**src/rtl/mc_ctrl_fsm.sv**
```systemverilog
module mc_ctrl_fsm (
  input  logic       clk,
  input  logic       rst,
  input  logic [5:0] op,
  output logic       pc_wr,
  output logic       pc_wr_cond,
  output logic       addr_sel,
  output logic       mem_rd,
  output logic       mem_wr,
  output logic       ir_load,
  output logic       wb_mem,
  output logic [1:0] pc_src,
  output logic [1:0] alu_mode,
  output logic       alu_a_sel,
  output logic [1:0] alu_b_sel,
  output logic       rf_wr,
  output logic       rf_dst
);

  localparam logic [5:0] OP_ALU = 6'b000000;
  localparam logic [5:0] OP_LD  = 6'b100011;
  localparam logic [5:0] OP_ST  = 6'b101011;
  localparam logic [5:0] OP_BR  = 6'b000100;
  localparam logic [5:0] OP_JMP = 6'b000010;

  typedef enum logic [3:0] {
    S_FETCH  = 4'd0,
    S_DEC    = 4'd1,
    S_ADDR   = 4'd2,
    S_LDMEM  = 4'd3,
    S_LDWB   = 4'd4,
    S_STMEM  = 4'd5,
    S_EXE    = 4'd6,
    S_ALUWB  = 4'd7,
    S_BRANCH = 4'd8,
    S_JUMP   = 4'd9
  } state_t;

  state_t state, state_nxt;

  always_ff @(posedge clk) begin
    if (rst) state <= S_FETCH;
    else     state <= state_nxt;
  end

  always_comb begin
    state_nxt = S_FETCH;
    case (state)
      S_FETCH: state_nxt = S_DEC;
      S_DEC: begin
        case (op)
          OP_LD, OP_ST: state_nxt = S_ADDR;
          OP_ALU:       state_nxt = S_EXE;
          OP_BR:        state_nxt = S_BRANCH;
          OP_JMP:       state_nxt = S_JUMP;
          default:      state_nxt = S_FETCH;
        endcase
      end
      S_ADDR:  state_nxt = (op == OP_ST) ? S_STMEM : S_LDMEM;
      S_LDMEM: state_nxt = S_LDWB;
      S_EXE:   state_nxt = S_ALUWB;
      default: state_nxt = S_FETCH;
    endcase
  end

  always_comb begin
    pc_wr      = 1'b0;
    pc_wr_cond = 1'b0;
    addr_sel   = 1'b0;
    mem_rd     = 1'b0;
    mem_wr     = 1'b0;
    ir_load    = 1'b0;
    wb_mem     = 1'b0;
    pc_src     = 2'b00;
    alu_mode   = 2'b00;
    alu_a_sel  = 1'b0;
    alu_b_sel  = 2'b00;
    rf_wr      = 1'b0;
    rf_dst     = 1'b0;
    case (state)
      S_FETCH: begin
        mem_rd    = 1'b1;
        ir_load   = 1'b1;
        pc_wr     = 1'b1;
        alu_b_sel = 2'b01;
      end
      S_DEC:   alu_b_sel = 2'b11;
      S_ADDR: begin
        alu_a_sel = 1'b1;
        alu_b_sel = 2'b10;
      end
      S_LDMEM: begin
        mem_rd   = 1'b1;
        addr_sel = 1'b1;
      end
      S_LDWB: begin
        rf_wr  = 1'b1;
        wb_mem = 1'b1;
      end
      S_STMEM: begin
        mem_wr   = 1'b1;
        addr_sel = 1'b1;
      end
      S_EXE: begin
        alu_a_sel = 1'b1;
        alu_mode  = 2'b10;
      end
      S_ALUWB: begin
        rf_wr  = 1'b1;
        rf_dst = 1'b1;
      end
      S_BRANCH: begin
        alu_a_sel  = 1'b1;
        alu_mode   = 2'b01;
        pc_src     = 2'b01;
        pc_wr_cond = 1'b1;
      end
      S_JUMP: begin
        pc_src = 2'b10;
        pc_wr  = 1'b1;
      end
      default: ;
    endcase
  end

endmodule

```
**config.mk**
```make
export PLATFORM = sky130hd
export DESIGN_NAME = mc_ctrl_fsm
export DESIGN_NICKNAME = d
export VERILOG_FILES = /design/src/rtl/mc_ctrl_fsm.sv
export SDC_FILE = /design/constraint.sdc
export NUM_CORES = 1
export LEC_CHECK = 0
export BUFFER_PORTS_ARGS = -buffer_cell sky130_fd_sc_hd__buf_2
export CELL_PAD_IN_SITES_DETAIL_PLACEMENT = 2
export CELL_PAD_IN_SITES_GLOBAL_PLACEMENT = 2
export CORE_UTILIZATION = 22
export DETAILED_ROUTE_END_ITERATION = 8
export HOLD_SLACK_MARGIN = 0.08
export PLACE_DENSITY_LB_ADDON = 0.1
export SLEW_MARGIN = 10
export SYNTH_ARGS = -nofsm -noshare
export SYNTH_HDL_FRONTEND = slang
export SYNTH_SLANG_ARGS = --single-unit
```
**constraint.sdc**
```tcl
create_clock -name clk -period 2.8 [get_ports clk]
set_input_delay 0.84 -clock clk [delete_from_list [all_inputs] [get_ports clk]]
set_output_delay 0.84 -clock clk [all_outputs]
set_load 0.005 [all_outputs]
```
==> results_tabular.tex <==
\begin{tabular}{lr}
\hline
Metric & Value \\
\hline
\multicolumn{2}{l}{\textbf{Clock tree}} \\
\quad Buffer depth of the longest clock path & 2 \\
\quad Number of levels in the clock H-tree & 1 \\
\quad CTS tree & built \\
\quad Worst skew pair latency & 230 ps \\
\quad Count of hold buffers inserted by post-cts repair & 0 \\
\quad CTS Buf Count & 3 \\
\quad Buffer type at the clock tree root & clkbuf\_4 \\
\quad Sink count of the clock tree & 4 \\
\quad Clk slew on worst S/H paths & 40 ps \\
\quad Number of gates resized after CTS & 0 \\
\quad Postcts setup bufs & 0 \\
\multicolumn{2}{l}{\textbf{Flow run}} \\
\quad Max-cap violations & 0 \\
\multicolumn{2}{l}{\textbf{Critical path}} \\
\quad CP Max Fanout & 13 \\
\quad Kind of launch point of the worst setup path & register \\
\quad Required time at the worst-slack endpoint & 1960 ps \\
\quad Endpoint class of the critical path & output pin \\
\quad Class of the most critical setup path & register to output pin \\
\quad Data arrival time of the worst path & 1510 ps \\
\multicolumn{2}{l}{\textbf{Drt}} \\
\quad DRC violation count after routing & 0 \\
\quad Pre-antenna DRT Iters & 3 \\
\quad Vias per Instance & 4.68 \\
\quad Mean routed wirelength per cell & 11.4 um \\
\quad Wirelength, routed & 1170 um \\
\quad Post-DRT Antenna Nets & 0 \\
\quad Number of vias in the routed layout & 477 \\
\quad DRC violation total after the first TritonRoute iteration & 3 \\
\multicolumn{2}{l}{\textbf{Worst hold path}} \\
\quad Type of the tightest min-delay check & register to register \\
\multicolumn{2}{l}{\textbf{Synth}} \\
\quad Proportion of netlist area held by the largest area contributor & 19.1\% \\
\quad Area of the mapped netlist & 419 um\^{}2 \\
\quad Cell type with the largest total area after synthesis & dfxtp\_1 \\
\quad Synthesized area divided by synthesized cell count & 7.48 um\^{}2 \\
\quad Syn nets & 64 \\
\quad Seq cells post-synth & 4 \\
\quad Largest cells by area after synthesis & dfxtp\_1, nand2b\_1, nor2\_1, nor3\_1, nand2\_1 \\
\quad Share of synthesized area occupied by flip-flops and latches & 19.1\% \\
\quad Number of unique standard cell types used by synthesis & 28 \\
\quad Syn Inst Count & 56 \\
\quad Number of warning messages in the yosys log & 0 \\
\multicolumn{2}{l}{\textbf{GRT}} \\
\quad Overall track demand over capacity in global routing & 12.7\% \\
\quad Via count of the first global-routing pass & 431 \\
\quad First-pass GRT wire length & 1930 um \\
\quad Sum of overflow across all layers after global routing & 0 \\
\quad Pin count of the biggest net entering global routing & 16 \\
\quad Antenna violations before repair & 0 \\
\multicolumn{2}{l}{\textbf{Floorplanning}} \\
\quad Die ar. & 0.00208 mm\^{}2 \\
\quad Row Count & 15 \\
\quad Width of the chip & 45.7 um \\
\quad I/O pins & 24 \\
\quad Initial cell density of the core & 23.8\% \\
\quad Vert. Die Dim & 45.7 um \\
\quad Core region area & 0.00176 mm\^{}2 \\
\multicolumn{2}{l}{\textbf{Finish}} \\
\quad Post-Layout Inst Area & 547 um\^{}2 \\
\quad Max reg flops & 4 \\
\quad Final standard cell count with taps included and fillers excluded & 102 \\
\quad Antenna diode count & 0 \\
\quad Layout cells sized above 1 & 41.6\% \\
\quad Layout-stage area growth over the synthesis result & 30.4\% \\
\quad Most flop-heavy register & state \\
\quad Regs by FF count & state: 4 flops \\
\quad Nets & 87 \\
\multicolumn{2}{l}{\textbf{Pwr}} \\
\quad Overall power of the completed layout & 0.197 mW \\
\quad Worst-case vdd ir drop & 0.210 mV \\
\quad Leakage dissipation & 0.235 nW \\
\quad Total power per unit cell area & 361 mW/mm\^{}2 \\
\multicolumn{2}{l}{\textbf{STA}} \\
\quad Final hold viol count & 0 \\
\quad Remaining max-slew budget at the tightest pin & 67.5\% \\
\quad RSZ-0062 raised after global routing & false \\
\quad Share of the cycle needed by the critical path after routing & 84.1\% \\
\quad Actual slew at the worst max-slew pin & 487 ps \\
\quad Final-layout setup total negative slack & 0 ps \\
\quad Final worst hold slack & 725 ps \\
\quad Final-report setup violation count & 0 \\
\quad Setup Skew & 5.24 ps \\
\quad Maximum achievable frequency & 0.425 GHz \\
\quad Time the final worst path needs with I/O delays and setup & 2350 ps \\
\quad Max-slew violation total from the final report & 0 \\
\multicolumn{2}{l}{\textbf{Placement}} \\
\quad Post-placement cell count & 99 \\
\quad DP Wirelength & 909 um \\
\quad I/O Buffers & 23 \\
\quad Placer congestion estimate & 0.709 \\
\quad Placed Area & 524 um\^{}2 \\
\multicolumn{2}{l}{\textbf{Run status}} \\
\quad Status & finished clean \\
\hline
\end{tabular}
worst paths after layout:
check	cells past startpoint	to	startpoint	slack, ps
setup / recovery	4	pc_wr	state[1]	450
hold / removal	1	state[1]	state[0]	730
setup reg to reg	4	state[1]	state[0]	1380
hold reg to reg	1	state[1]	state[0]	730
critical path, cell delays in order, from the launching register on:
cell and delay, ps:
dfxtp_1 560, nand2b_1 260, nor2_1 70, or2_2 260, buf_2 130
through the flow:
step	setup slack (ps)	util, %
after floorplan	953	-
after global placement	702	29.7
after detailed placement	669	29.7
after CTS	415	31.0
after global routing	303	31.0
final	446	31.0
placed cells by master, fill, tap and decap left out:
master     n
and3_1     1
a21boi_0   1
or2_2      2
nor2b_1    1
nor3b_1    1
o311ai_1   1
nand4b_1   1
dfxtp_1    4
a21o_1     1
nand2b_1   5
nor4_1     1
o21ai_0    1
buf_2     23
mux2_2     1
a21oi_1    1
nor3_1     5
nor2_1     8
nand3_1    2
nor4_4     1
and4bb_2   1
xnor2_1    2
nor2_2     1
o32a_1     2
nand2_1    6
o41ai_1    1
clkbuf_4   3
final cells by class:
class,instances,area (um^2)
Sequential cell,4,80.1
Multi-Input combinational cell,47,298
Timing Repair Buffer,23,115
Clock buffer,3,22.5
Tap cell,25,31.3
Fill cell,234,1220
cells in the mapped netlist:
cell type	n
and3_1	1
buf_4	2
nor3b_1	1
o41ai_1	1
o21ai_0	1
a21oi_1	1
nor2b_1	1
nor2_1	8
a21boi_0	1
nand2_1	6
nor2_2	1
nor4_4	1
nor4_1	1
nand3_1	2
buf_2	1
or2_2	2
clkbuf_4	1
dfxtp_1	4
and4bb_2	1
nor3_1	5
nand4b_1	1
nand2b_1	5
xnor2_1	2
mux2_2	1
clkbuf_8	1
a21o_1	1
o32a_1	2
o311ai_1	1
per-layer routing:
layer  wire length [um]  GRT usage (%)  up-vias
li1                   -              -      244
met1                561           16.9      220
met2                548           19.7       13
met3                 56           4.76        0
met4                  0           1.82        0
met5                  0              0        -
report_power, final:
| group | internal (mW) | leakage (nW) | total (mW) | switching (mW) |
|---|---|---|---|---|
| Sequential | 0.0605 | 0.0327 | 0.0720 | 0.0115 |
| Clock | 0.0478 | 0.0138 | 0.0693 | 0.0215 |
| Combinational | 0.0303 | 0.188 | 0.0560 | 0.0257 |
kinds of logic after synthesis:
logic type             synth area share [%]
multiplexers                           2.69
XOR/XNOR                               4.18
AO/OA/AOI/OAI                          14.9
AND/OR/NAND/NOR                        49.3
flip-flops                             19.1
buffers and inverters                  9.85
Note: power is estimated with default switching activity, not from simulation.
